[config.mk]
export PLATFORM = sky130hd
export DESIGN_NAME = rx_len_policer
export DESIGN_NICKNAME = d
export VERILOG_FILES = /design/src/rtl/rxpol_pkg.sv /design/src/rtl/rxpol_ingress.sv /design/src/rtl/rxpol_verdict.sv /design/src/rtl/rxpol_delay.sv /design/src/rtl/rx_len_policer.sv
export SDC_FILE = /design/constraint.sdc
export NUM_CORES = 1
export LEC_CHECK = 0
export CAP_MARGIN = 20
export CORE_AREA = 2 2 240 242
export DETAILED_ROUTE_END_ITERATION = 7
export DIE_AREA = 0 0 242 244
export DONT_BUFFER_PORTS = 1
export PLACE_DENSITY = 0.68
export REMOVE_ABC_BUFFERS = 1
export SKIP_CTS_REPAIR_TIMING = 1
export SLEW_MARGIN = 20
export SYNTH_ARGS = -nofsm -noshare
export SYNTH_HDL_FRONTEND = slang
export SYNTH_SLANG_ARGS = --single-unit
export TNS_END_PERCENT = 1
[constraint.sdc]
create_clock -name clk -period 9.2 [get_ports clk]
set_input_delay 0.92 -clock clk [delete_from_list [all_inputs] [get_ports clk]]
set_output_delay 0.92 -clock clk [all_outputs]
set_load 0.02 [all_outputs]
[src/rtl/rxpol_pkg.sv]
package rxpol_pkg;

    localparam int LEN_W  = 15;
    localparam int DATA_W = 8;
    localparam int MIN_W  = 8;
    localparam int CNT_W  = LEN_W + 1;

    typedef enum logic [1:0] {
        ING_IDLE = 2'd0,
        ING_PASS = 2'd1,
        ING_SKIP = 2'd2
    } ing_state_e;

    // One byte slot travelling through the delay line.
    typedef struct packed {
        logic              vld;
        logic              sop;
        logic              last;
        logic              err;
        logic              trunc;
        logic              live;   // belongs to the frame still arriving
        logic [LEN_W-1:0]  idx;    // byte position inside its frame
        logic [DATA_W-1:0] data;
    } beat_t;

    // Produced on the cycle a frame's length becomes known.
    typedef struct packed {
        logic             fire;
        logic             trunc;
        logic             fcs_bad;
        logic             strip;
        logic             ignore;
        logic [LEN_W-1:0] n;
        logic [MIN_W-1:0] min_len;
    } frame_end_t;

    // Decision broadcast to every live slot.
    typedef struct packed {
        logic             fire;
        logic             drop;
        logic             err;
        logic             trunc;
        logic [LEN_W-1:0] keep;
    } verdict_t;

    function automatic beat_t adjudicate(input beat_t b, input verdict_t v);
        beat_t r;
        r = b;
        if (v.fire && b.live) begin
            r.live = 1'b0;
            if (v.drop || (b.idx >= v.keep)) begin
                r.vld = 1'b0;
            end else if ((CNT_W'(b.idx) + CNT_W'(1)) == CNT_W'(v.keep)) begin
                r.last  = 1'b1;
                r.err   = v.err;
                r.trunc = v.trunc;
            end
        end
        return r;
    endfunction

endpackage

[src/rtl/rxpol_ingress.sv]
module rxpol_ingress
    import rxpol_pkg::*;
(
    input  logic              clk,
    input  logic              rst,
    input  logic              in_valid,
    input  logic              in_sop,
    input  logic              in_eop,
    input  logic [DATA_W-1:0] in_data,
    input  logic              in_fcs_bad,
    input  logic              cfg_enable,
    input  logic              cfg_strip_fcs,
    input  logic              cfg_ignore_fcs,
    input  logic [LEN_W-1:0]  cfg_max_len,
    input  logic [MIN_W-1:0]  cfg_min_len,
    output beat_t             new_beat,
    output frame_end_t        fin
);

    ing_state_e       state_q, state_d;
    logic [LEN_W-1:0] cnt_q;
    logic [LEN_W-1:0] max_q;
    logic [MIN_W-1:0] min_q;
    logic             strip_q;
    logic             ignore_q;

    logic             take;
    logic             hit_max;
    logic [LEN_W-1:0] idx;
    logic [LEN_W-1:0] eff_max;
    logic [CNT_W-1:0] pos;

    always_comb begin
        take    = in_valid && (in_sop ? cfg_enable : (state_q == ING_PASS));
        idx     = in_sop ? '0 : cnt_q;
        eff_max = in_sop ? cfg_max_len : max_q;
        pos     = CNT_W'(idx) + CNT_W'(1);
        hit_max = take && !in_eop && (pos == CNT_W'(eff_max));

        fin.fire    = take && (in_eop || hit_max);
        fin.trunc   = hit_max;
        fin.fcs_bad = in_fcs_bad && in_eop;
        fin.strip   = in_sop ? cfg_strip_fcs  : strip_q;
        fin.ignore  = in_sop ? cfg_ignore_fcs : ignore_q;
        fin.min_len = in_sop ? cfg_min_len    : min_q;
        fin.n       = pos[LEN_W-1:0];

        new_beat.vld   = take;
        new_beat.sop   = take && in_sop;
        new_beat.last  = 1'b0;
        new_beat.err   = 1'b0;
        new_beat.trunc = 1'b0;
        new_beat.live  = take;
        new_beat.idx   = idx;
        new_beat.data  = in_data;

        state_d = state_q;
        if (take) begin
            if (hit_max)     state_d = ING_SKIP;
            else if (in_eop) state_d = ING_IDLE;
            else             state_d = ING_PASS;
        end else if (in_valid && in_sop) begin
            state_d = in_eop ? ING_IDLE : ING_SKIP;
        end else if (in_valid && in_eop && (state_q == ING_SKIP)) begin
            state_d = ING_IDLE;
        end
    end

    always_ff @(posedge clk) begin
        if (rst) begin
            state_q  <= ING_IDLE;
            cnt_q    <= '0;
            max_q    <= '0;
            min_q    <= '0;
            strip_q  <= 1'b0;
            ignore_q <= 1'b0;
        end else begin
            state_q <= state_d;
            if (take) begin
                cnt_q <= pos[LEN_W-1:0];
            end
            if (take && in_sop) begin
                max_q    <= cfg_max_len;
                min_q    <= cfg_min_len;
                strip_q  <= cfg_strip_fcs;
                ignore_q <= cfg_ignore_fcs;
            end
        end
    end

endmodule

[src/rtl/rxpol_verdict.sv]
module rxpol_verdict
    import rxpol_pkg::*;
#(
    parameter int DROP_BELOW    = 16,
    parameter int FCS_BYTES     = 4,
    parameter int KEEP_FCS_UPTO = 8
) (
    input  frame_end_t fin,
    output verdict_t   v
);

    logic strip_eff;
    logic undersize;

    always_comb begin
        strip_eff = fin.strip && !fin.trunc && (fin.n > LEN_W'(KEEP_FCS_UPTO));
        undersize = !fin.trunc && (fin.n < LEN_W'(fin.min_len));
        v.fire    = fin.fire;
        v.drop    = fin.n < LEN_W'(DROP_BELOW);
        v.trunc   = fin.trunc;
        v.err     = fin.trunc || undersize || (fin.fcs_bad && !fin.ignore);
        v.keep    = strip_eff ? (fin.n - LEN_W'(FCS_BYTES)) : fin.n;
    end

endmodule

[src/rtl/rxpol_delay.sv]
module rxpol_delay
    import rxpol_pkg::*;
#(
    parameter int DEPTH = 16
) (
    input  logic              clk,
    input  logic              rst,
    input  beat_t             new_beat,
    input  verdict_t          v,
    output logic              q_valid,
    output logic              q_sop,
    output logic              q_eop,
    output logic [DATA_W-1:0] q_data,
    output logic              q_err,
    output logic              q_trunc
);

    beat_t st [DEPTH];

    always_ff @(posedge clk) begin
        if (rst) begin
            for (int i = 0; i < DEPTH; i++) begin
                st[i] <= '0;
            end
        end else begin
            st[0] <= adjudicate(new_beat, v);
            for (int i = 1; i < DEPTH; i++) begin
                st[i] <= adjudicate(st[i-1], v);
            end
        end
    end

    always_comb begin
        q_valid = st[DEPTH-1].vld;
        q_sop   = st[DEPTH-1].vld && st[DEPTH-1].sop;
        q_eop   = st[DEPTH-1].vld && st[DEPTH-1].last;
        q_err   = st[DEPTH-1].vld && st[DEPTH-1].last && st[DEPTH-1].err;
        q_trunc = st[DEPTH-1].vld && st[DEPTH-1].last && st[DEPTH-1].trunc;
        q_data  = st[DEPTH-1].data;
    end

endmodule

[src/rtl/rx_len_policer.sv]
module rx_len_policer
    import rxpol_pkg::*;
#(
    parameter int DROP_BELOW    = 16,
    parameter int FCS_BYTES     = 4,
    parameter int KEEP_FCS_UPTO = 8
) (
    input  logic              clk,
    input  logic              rst,
    input  logic              in_valid,
    input  logic              in_sop,
    input  logic              in_eop,
    input  logic [DATA_W-1:0] in_data,
    input  logic              in_fcs_bad,
    input  logic              cfg_enable,
    input  logic              cfg_strip_fcs,
    input  logic              cfg_ignore_fcs,
    input  logic [LEN_W-1:0]  cfg_max_len,
    input  logic [MIN_W-1:0]  cfg_min_len,
    output logic              out_valid,
    output logic              out_sop,
    output logic              out_eop,
    output logic [DATA_W-1:0] out_data,
    output logic              out_err,
    output logic              out_trunc
);

    // The line must hold a whole droppable frame and the stripped tail.
    localparam int DEPTH = (DROP_BELOW > FCS_BYTES + 1) ? DROP_BELOW : FCS_BYTES + 1;

    beat_t      new_beat;
    frame_end_t fin;
    verdict_t   v;

    rxpol_ingress u_ingress (
        .clk            (clk),
        .rst            (rst),
        .in_valid       (in_valid),
        .in_sop         (in_sop),
        .in_eop         (in_eop),
        .in_data        (in_data),
        .in_fcs_bad     (in_fcs_bad),
        .cfg_enable     (cfg_enable),
        .cfg_strip_fcs  (cfg_strip_fcs),
        .cfg_ignore_fcs (cfg_ignore_fcs),
        .cfg_max_len    (cfg_max_len),
        .cfg_min_len    (cfg_min_len),
        .new_beat       (new_beat),
        .fin            (fin)
    );

    rxpol_verdict #(
        .DROP_BELOW    (DROP_BELOW),
        .FCS_BYTES     (FCS_BYTES),
        .KEEP_FCS_UPTO (KEEP_FCS_UPTO)
    ) u_verdict (
        .fin (fin),
        .v   (v)
    );

    rxpol_delay #(
        .DEPTH (DEPTH)
    ) u_delay (
        .clk      (clk),
        .rst      (rst),
        .new_beat (new_beat),
        .v        (v),
        .q_valid  (out_valid),
        .q_sop    (out_sop),
        .q_eop    (out_eop),
        .q_data   (out_data),
        .q_err    (out_err),
        .q_trunc  (out_trunc)
    );

endmodule

# After elaboration in Yosys (flattened, before gate mapping)
# Memory sizes are Yosys's and may differ from the RTL's.
# Cells that the tools add are included.
word_totals:
  inputBits: 40
  reg_bits: 42
  mem_bits_rw: 464
  output_inout_bits: 13
  memories: 1
  elab_cells: 278
classes:
  n_mux: 144
  reduce_logical: 56
  n_eq_ne: 19
  n_bitwise: 16
  n_addsub: 17
  magnitude_cmp: 19
memory_table:
  columns: ["memory", "words", "word_bits", "read_ports", "rd_clocked_by_memory_dff", "wr", "line_no", "rtl"]
  rows:
  - ["u_delay.st", 16, 29, 16, 0, 16, "rxpol_delay.sv:18", "beat_t st [DEPTH];"]
ops:
  columns: ["operator", "n"]
  rows:
  - ["29-bit 2-to-1 mux", 16]
  - ["16-bit by 15-bit equality test with 1-bit output", 17]
  - ["15-bit by 1-bit adder with 16-bit output, second input constant", 16]
  - ["15-bit >= comparator", 16]
  - ["4-bit 2-to-1 mux", 32]
  - ["3-bit 2-to-1 mux", 32]
  - ["1-bit 2-to-1 mux", 55]
  - ["15-bit 2-to-1 mux", 3]
  - ["1-bit logical AND", 33]
  - ["1-bit logical OR", 19]
  - ["1-bit bitwise OR", 16]
  - ["15-bit by 4-bit > comparator with 1-bit output, second input constant", 1]
  - ["15-bit by 5-bit < comparator with 1-bit output, second input constant", 1]
  - ["15-bit by 8-bit < comparator with 1-bit output", 1]
  - ["15-bit by 3-bit subtractor with 15-bit output, second input constant", 1]
  - ["2-bit 2-to-1 mux", 5]
  - ["8-bit 2-to-1 mux", 1]
  - ["1-bit logical NOT", 3]
  - ["3-bit nonzero test", 1]
  - ["2-bit by 1-bit equality test with 1-bit output, second input constant", 1]
  - ["2-bit equality test, second input constant", 1]

# Longest topological paths before layout
# Gate-level depths: netlist (run 1).
depth:
  ltp_word: 15
  ltp_mapped: 30

# Modules after synthesis
# Synthesis (run 1) repeated with hierarchy kept, for this count alone.
hier_totals:
  hier_cells: 3243
  hier_area_um2: 28843.9
by_module_without_submodules:
  columns: ["module", "n_inst", "cells_each", "area_each_um2", "seq_area_each_um2"]
  rows:
  - ["rxpol_delay", 1, 2811, 25539.5, 8968.6]
  - ["rxpol_ingress", 1, 351, 2725.1, 840.8]
  - ["rxpol_verdict", 1, 81, 579.3, 0.0]

# Worst setup path before layout (run 1)
# Ideal clock, no wire load.
synth_timing:
  path_type: "in2reg"
  startpoint: "input port in_sop"
  endpoint: "memory u_delay.st[0][343] (netlist name)"
  path_buffers: 9
  path_stages: 30
  setup_time_ps: 126
  required_ps: 9074
  arrival_time_ps: 7674
  setup_slack_ps: 1400
  path_cell_list: "buf_2 -> buf_6 -> buf_6 -> buf_4 -> clkbuf_1 -> clkbuf_1 -> nor2b_1 -> ha_1 -> clkbuf_1 -> inv_1 -> a32o_1 -> nand3b_1 -> nor4_1 -> nor4b_4 -> buf_4 -> a21oi_1 -> xnor2_2 -> buf_2 -> ha_1 -> a21o_1 -> a21o_1 -> a21oi_1 -> nand2_1 -> a2111oi_0 -> o221a_2 -> o211ai_1 -> a21o_1 -> a211oi_1 -> nand4_1 -> mux2i_1"
synth_lines:
  columns: ["item", "line_no", "rtl"]
  rows:
  - ["start, declared", "rx_len_policer.sv:11", "input logic in_sop,"]
  - ["end, declared", "rxpol_delay.sv:18", null]

==> out/metrics.cfg, run 1 <==
[die]
die_extent_in_x_um=242
num_io_pins=53
start_util_pct=49.6
placeableCoreArea_sq_um=56200
die-area_sq_um=59000
fp-row-count=87
die_height_um=244

[yosys]
async_reset_ff_share_pct=0
synth_compound_gate_area_share_pct=11.9
synth_seq_cells=490
synthMuxAreaShare_pct=2.36
synthesis.instances=3143
synthTopCellsByCount=sky130_fd_sc_hd__dfxtp_1 (490), sky130_fd_sc_hd__nor2b_1 (343), sky130_fd_sc_hd__xnor2_1 (240), sky130_fd_sc_hd__nand2_1 (211), sky130_fd_sc_hd__nor2_1 (210)
basic_gate_share_of_the_synthesized_area_counting_and_or_nand_and_nor_cells_pct=25.3
synthXorXnorAreaFrac_pct=12.5
yosysUniqueCellTypes=98
main_area_contributors_after_synthesis=sky130_fd_sc_hd__dfxtp_1 (35%), sky130_fd_sc_hd__nor2b_1 (7.7%), sky130_fd_sc_hd__xnor2_1 (7.5%)
synth_flop_cell=sky130_fd_sc_hd__dfxtp_1
netlist.top_cell.by_area=sky130_fd_sc_hd__dfxtp_1
synth.most_common_cell=sky130_fd_sc_hd__dfxtp_1
ys.warnings.count=0
avgSynthCellArea_sq_um=8.87
synth_top_family_by_area=simple AND/OR/NAND/NOR gates
ys_seq_area_share_pct=35.2
synth_enable_flop_cells=0
synthesis.area_sq_um=27900
synth_top_area_share_pct=35.2
synth-adder-area-share_pct=8.93

[global_route]
grt_usage_pct=30.3
grt_max_degree=442
overflow=0
number_of_antenna_violations_at_the_first_check_in_global_routing=3
grt_pass1_vias=22904
grt_pass1_wl_um=138000

[placement]
place_inst=3793
hpwl_um=64000
place_congestion=0.955
io_buffers=0

[worst_setup_path]
crit_path_start=u_ingress.cnt_q[0]
reg2reg_to=u_delay.st[0][83]
nature_of_the_critical_path_endpoint=flop
critical_path_class=reg2reg
regToRegStartpoint=u_ingress.cnt_q[0]
rr_worst_depth=21
setup.worst_path.start_class=flop
worst_ep_required_time_ps=9730
timing.critical_path.fanout_max=28
rrSetupSlack_ps=2240
crit_path_end=u_delay.st[0][83]
critical_path_arrival_ps=7490

[sta]
grt_setup_unrepaired=no
maxSlewHeadroom_pct=24.9
max_freq_mhz=144
min_period_ps=6960
final-setup-viol-count=0
maxSlewViolCount=0
fin_crit_sh_pct=75.6
timing_worst_slew_pin_value_ps=1120
finalSetupTns_ps=0
final.setup_skew_ps=13.8
final_hold_viol_count=0

[route]
num_vias=23469
wirelength_um=91100
detail_route.drc_violations=0
first_pass_iters=5
initialDrtViolationCount=2211
ant_nets=0
routed_wire_length_per_instance_um=23.4
via_per_inst=6.02

[cells_and_area]
instances_no_fill=3896
flow.area_growth_from_synthesis_pct=9.91
nNetsFinal=3301
nFillCells=5140
sequential_cell_area_sq_um=9810
area_occupied_by_multi_input_gates_sq_um=17100
drive_above_1_share_pct=7.27

[run]
max_capacitance_violation_count=0

[clocking]
clk_path_buf_depth=3
clock_tree.root_cell=sky130_fd_sc_hd__clkbuf_16
clock_tree.htree_level_count=2
tritoncts=done
clkSinkCount=490
clk_pin_slew_worst_paths_ps=60
tritoncts.num_buffers=54
insertion_delay_ps=630

[outcome]
status=finished clean

[power]
power.density_cell_area_nw_per_um2=167
power_leakage_nw=12.1
worst_ir_drop_vdd_mv=0.149

[min_path]
hold_path.class=in2reg

## area by class of cell
| type | instances | area share, % |
|---|---|---|
| diodes | 2 | 0.0163 |
| multi-input cells | 2401 | 55.9 |
| clock inverters | 26 | 1.25 |
| well taps | 756 | 3.09 |
| inverters | 91 | 1.12 |
| clock buffers | 75 | 5.23 |
| flip-flops and latches | 490 | 32.0 |
| repair buffers | 55 | 1.35 |
## worst min path at each step
stage / slack (ps) / cells after the start / startpoint / endpoint
final: 370 / 1 / rst / u_delay.st[0][7]
after global placement: 420 / 1 / u_delay.st[0][323] / u_delay.st[0][352]
after floorplan: 390 / 2 / u_delay.st[0][115] / u_delay.st[0][144]
after global routing: 350 / 1 / rst / u_delay.st[0][7]
after CTS: 350 / 1 / in_sop / u_delay.st[0][22]
after detailed placement: 420 / 1 / u_delay.st[0][209] / u_delay.st[0][238]
## per-stage QoR
stage / cell area [sq um] / power, mW / hold slack (ps) / worst slack (ps) / util (%)
3_3_place_gp: 28600 / 2.76 / 416 / 2150 / 51.0
5_1_grt: 30600 / 5.28 / 347 / 1850 / 54.5
3_5_place_dp: 28600 / 2.77 / 420 / 1970 / 51.0
4_1_cts: 30600 / 5.15 / 353 / 2400 / 54.5
6_report: 30600 / 5.12 / 368 / 2240 / 54.5
2_1_floorplan: 27100 / 2.57 / 394 / 731 / -
## cells by family after synthesis
logic type | Yosys count
compound gates | 481
xor+xnor | 354
fa+ha+maj | 206
buf+inv | 252
flops | 490
mux | 64
simple gates | 1296
## critical path, stage by stage, from the launching register on
cell	delay, ps
sky130_fd_sc_hd__dfxtp_1	440
sky130_fd_sc_hd__nor2b_1	300
sky130_fd_sc_hd__ha_1	370
sky130_fd_sc_hd__nand4_4	210
sky130_fd_sc_hd__nor3_1	420
sky130_fd_sc_hd__xnor2_1	430
sky130_fd_sc_hd__a2111oi_2	200
sky130_fd_sc_hd__and2_1	180
sky130_fd_sc_hd__buf_4	230
sky130_fd_sc_hd__a2111oi_4	800
sky130_fd_sc_hd__xnor2_2	180
sky130_fd_sc_hd__inv_1	320
sky130_fd_sc_hd__buf_4	340
sky130_fd_sc_hd__ha_1	300
sky130_fd_sc_hd__nand4_1	130
sky130_fd_sc_hd__nor2_1	310
sky130_fd_sc_hd__o21ai_0	250
sky130_fd_sc_hd__a2111oi_0	710
sky130_fd_sc_hd__o32a_1	230
sky130_fd_sc_hd__a311oi_1	60
sky130_fd_sc_hd__nand4_1	180
sky130_fd_sc_hd__mux2i_1	230
## registers in the layout, summed over array words and instances (netlist names)
name and count:
u_ingress.state_q 2, u_ingress.max_q 15, u_delay.st 448, u_ingress.cnt_q 15
u_ingress.strip_q 1, u_ingress.ignore_q 1, u_ingress.min_q 8
## layer usage
layer | GRT usage, % | wire, um | up-vias
met5 | 0 | 0 | -
met4 | 14.9 | 4660 | 0
met3 | 5.83 | 7400 | 245
met2 | 48.4 | 40600 | 1073
met1 | 39.5 | 38400 | 11229
li1 | - | - | 10922
## cell usage in the layout, fill, tap and decap left out, drive strengths merged, types with 70 or more instances in the layout
master / instances
a21oi: 118
clkbuf: 75
dfxtp: 490
ha: 167
inv: 92
nand2: 211
nand3: 146
nor2: 214
nor2b: 343
nor3: 70
o21ai: 83
xnor2: 244
xor2: 86
## report_power, final
| part | total (mW) | internal (mW) | switching, mW | leakage [nW] |
|---|---|---|---|---|
| clock | 2.38 | 1.44 | 0.936 | 0.974 |
| combinational | 0.594 | 0.217 | 0.377 | 7.13 |
| sequential | 2.15 | 2.14 | 0.0108 | 3.95 |
Power figures use the tool's default switching activity.
==> run 2: changes to the inputs <==
Clock period 9.2 ns to 6.73 ns, I/O delays scaled along.
==> run 2 against run 1 <==
  * Non-clock buffer count increased by 31
  * Fmax is 8.6% higher
  * Worst hold slack got worse by 230 ps
  * Core utilization up 0.37 points
==> out/metrics.cfg, run 2 (synthesis gave the netlist of run 1 again) <==
[power]
power.internal_mw=5.13  ; was 3.80 mW
worst_ir_drop_vdd_mv=0.240  ; was 0.149 mV
power.density_cell_area_nw_per_um2=225  ; was 167 nW/um^2
combPwrFrac_pct=11.9  ; was 11.6%
power_leakage_nw=12.2  ; was 12.1 nW
clock_power_share_pct=45.9  ; was 46.5%
p_switching_mw=1.83  ; was 1.32 mW
netSwitchingFraction_pct=26.3  ; was 25.8%
sequentialPowerShare_pct=42.2  ; was 41.9%

[global_route]
met3_usage_pct=4.03  ; was 5.83%
overflow=0  ; unchanged
grt_pass1_wl_um=140000  ; was 138000 um
groute.layer.met2.usage_pct=49.0  ; was 48.4%
number_of_antenna_violations_at_the_first_check_in_global_routing=3  ; unchanged
grt_pass1_vias=22648  ; was 22904
grt_util_met1_pct=42.4  ; was 39.5%
most_heavily_used_metal_layer_in_global_routing=met2  ; unchanged
grt_max_degree=442  ; unchanged
grt_usage_pct=30.8  ; was 30.3%

[route]
wirelength_um=92300  ; was 91100 um
ant_nets=0  ; unchanged
via_per_inst=5.93  ; was 6.02
detail_route.drc_violations=0  ; unchanged
initialDrtViolationCount=2115  ; was 2211
routed_wire_length_per_instance_um=23.5  ; was 23.4 um
num_vias=23256  ; was 23469
first_pass_iters=5  ; unchanged

[die]
fp-row-count=87  ; unchanged
start_util_pct=49.6  ; unchanged
placeableCoreArea_sq_um=56200  ; unchanged
num_io_pins=53  ; unchanged
die_extent_in_x_um=242  ; unchanged
die_height_um=244  ; unchanged
die-area_sq_um=59000  ; unchanged

[sta]
min_period_ps=6410  ; was 6960 ps
grt_setup_unrepaired=no  ; unchanged
finalSetupTns_ps=0  ; unchanged
final.setup_skew_ps=19.6  ; was 13.8 ps
fin_crit_sh_pct=95.2  ; was 75.6%
hold_ws_ps=140  ; was 368 ps
timing_worst_slew_pin_value_ps=1000  ; was 1120 ps
maxSlewHeadroom_pct=31.4  ; was 24.9%
maxSlewViolCount=0  ; unchanged
final-setup-viol-count=0  ; unchanged
max_freq_mhz=156  ; was 144 MHz
final_hold_viol_count=0  ; unchanged

[cells_and_area]
largest_register=u_delay.st  ; unchanged
flow.area_growth_from_synthesis_pct=10.7  ; was 9.91%
layout_commonest_cell=sky130_fd_sc_hd__dfxtp_1  ; unchanged
most-common-layout-cells=sky130_fd_sc_hd__dfxtp_1 (490), sky130_fd_sc_hd__nor2b_1 (343), sky130_fd_sc_hd__xnor2_1 (236)  ; unchanged
drive_above_1_share_pct=8.11  ; was 7.27%
insertedDiodeCount=0  ; was 2
nFillCells=5239  ; was 5140
largest_register_ffs=448  ; unchanged
instances_no_fill=3924  ; was 3896
largestRegisters=u_delay.st x448, u_ingress.cnt_q x15, u_ingress.max_q x15  ; unchanged
nNetsFinal=3332  ; was 3301

[worst_setup_path]
critical_path_class=reg2reg  ; unchanged
worst_ep_required_time_ps=7220  ; was 9730 ps
timing.critical_path.slowest_stage_cell=sky130_fd_sc_hd__or4_1  ; was sky130_fd_sc_hd__a2111oi_4
crit_path_cell_trace=nor2b_1 -> ha_2 -> and4_1 -> a21oi_1 -> or4b_1 -> or4_1 -> nor2_8 -> a211oi_1 -> inv_1 -> fa_2 -> buf_4 -> xor2_1 -> a211o_1 -> a311oi_1 -> nand3_1 -> nand4b_1 -> a2111oi_0 -> o2111ai_1 -> mux2i_1 -> nor2_1  ; was nor2b_1 -> ha_1 -> nand4_4 -> nor3_1 -> xnor2_1 -> a2111oi_2 -> and2_1 -> buf_4 -> a2111oi_4 -> xnor2_2 -> inv_1 -> buf_4 -> ha_1 -> nand4_1 -> nor2_1 -> o21ai_0 -> a2111oi_0 -> o32a_1 -> a311oi_1 -> nand4_1 -> mux2i_1
largest_incremental_delay_on_the_critical_path_ps=630  ; was 800 ps
critical_path_arrival_ps=6900  ; was 7490 ps
nature_of_the_critical_path_endpoint=flop  ; unchanged
timing.critical_path.fanout_max=17  ; was 28
setup.worst_path.start_class=flop  ; unchanged

[clocking]
tritoncts.num_buffers=54  ; unchanged
clkSinkCount=490  ; unchanged
insertion_delay_ps=620  ; was 630 ps
clk_pin_slew_worst_paths_ps=60  ; about the same
clock_tree.root_cell=sky130_fd_sc_hd__clkbuf_16  ; unchanged
tritoncts=done  ; unchanged
clk_path_buf_depth=3  ; unchanged
clock_tree.htree_level_count=2  ; unchanged

[placement]
place_congestion=0.945  ; was 0.955
io_buffers=0  ; unchanged
place_inst=3824  ; was 3793
hpwl_um=67000  ; was 64000 um

[run]
max_capacitance_violation_count=0  ; unchanged

[min_path]
hold_path.class=in2reg  ; unchanged

[outcome]
status=finished clean  ; unchanged

run 2: cell count changes in the layout (fill, tap and decap cells not counted), moves of 3 or more:
cell | previous run | this run
sky130_fd_sc_hd__clkinvlp_4 | 4 | 7
sky130_fd_sc_hd__clkbuf_8 | 15 | 9
sky130_fd_sc_hd__buf_4 | 55 | 85
sky130_fd_sc_hd__clkinv_2 | 11 | 8
sky130_fd_sc_hd__clkinv_4 | 0 | 4
run 2: worst paths after layout:
check	startpoint	end	cells after the start	slack [ps]
worst max-delay path	u_ingress.cnt_q[0]	u_delay.st[0][286]	20	320
worst max register to register	u_ingress.cnt_q[0]	u_delay.st[0][286]	20	320
worst min register to register	u_delay.st[0][405]	u_delay.st[0][434]	2	410
worst min-delay path	in_sop	u_delay.st[0][12]	1	140
run 2: power groups by stage:
stage	clock network, mW	registers [mW]	logic, mW
6_report	3.19	2.93	0.830
5_1_grt	3.35	2.93	0.889
4_1_cts	3.25	2.93	0.812
3_5_place_dp	0	3.00	0.806
3_3_place_gp	0	3.00	0.798
2_1_floorplan	0	2.99	0.515
run 2: area by class of cell:
cell class                      count  area (sq um)  area share [%]
Multi-Input combinational cell   2401         17100            55.6
Inverter                           91           342            1.11
Clock buffer                       68          1490            4.84
Timing Repair Buffer               86           658            2.13
Clock inverter                     32           444            1.44
Sequential cell                   490          9810            31.8
Tap cell                          756           946            3.07
run 2: metal layers:
metal / wire [um] / up-vias
li1: - / 10983
met4: 3700 / 0
met1: 41800 / 11194
met5: 0 / -
met2: 41000 / 883
met3: 5930 / 196
run 2: worst max-delay path: cells and delay by family (launching register included):
kind | cells | cell delay (ps)
buffers and inverters | 2 | 460
adder cells (fa/ha/maj) | 2 | 900
AND/OR/NAND/NOR | 8 | 2390
flip-flops | 1 | 430
AO/OA/AOI/OAI | 6 | 1630
multiplexers | 1 | 230
XOR/XNOR | 1 | 220
run 2: stage by stage:
step / cell area (sq um) / util (%) / setup slack, ps / power [mW]
floorplan: 27100 / - / -1490 / 3.51
finish: 30800 / 54.9 / 321 / 6.95
CTS: 30800 / 54.8 / 299 / 6.99
global placement: 28800 / 51.4 / 84.9 / 3.80
global route: 30800 / 54.9 / 15.8 / 7.18
detailed placement: 28900 / 51.4 / 87.2 / 3.80
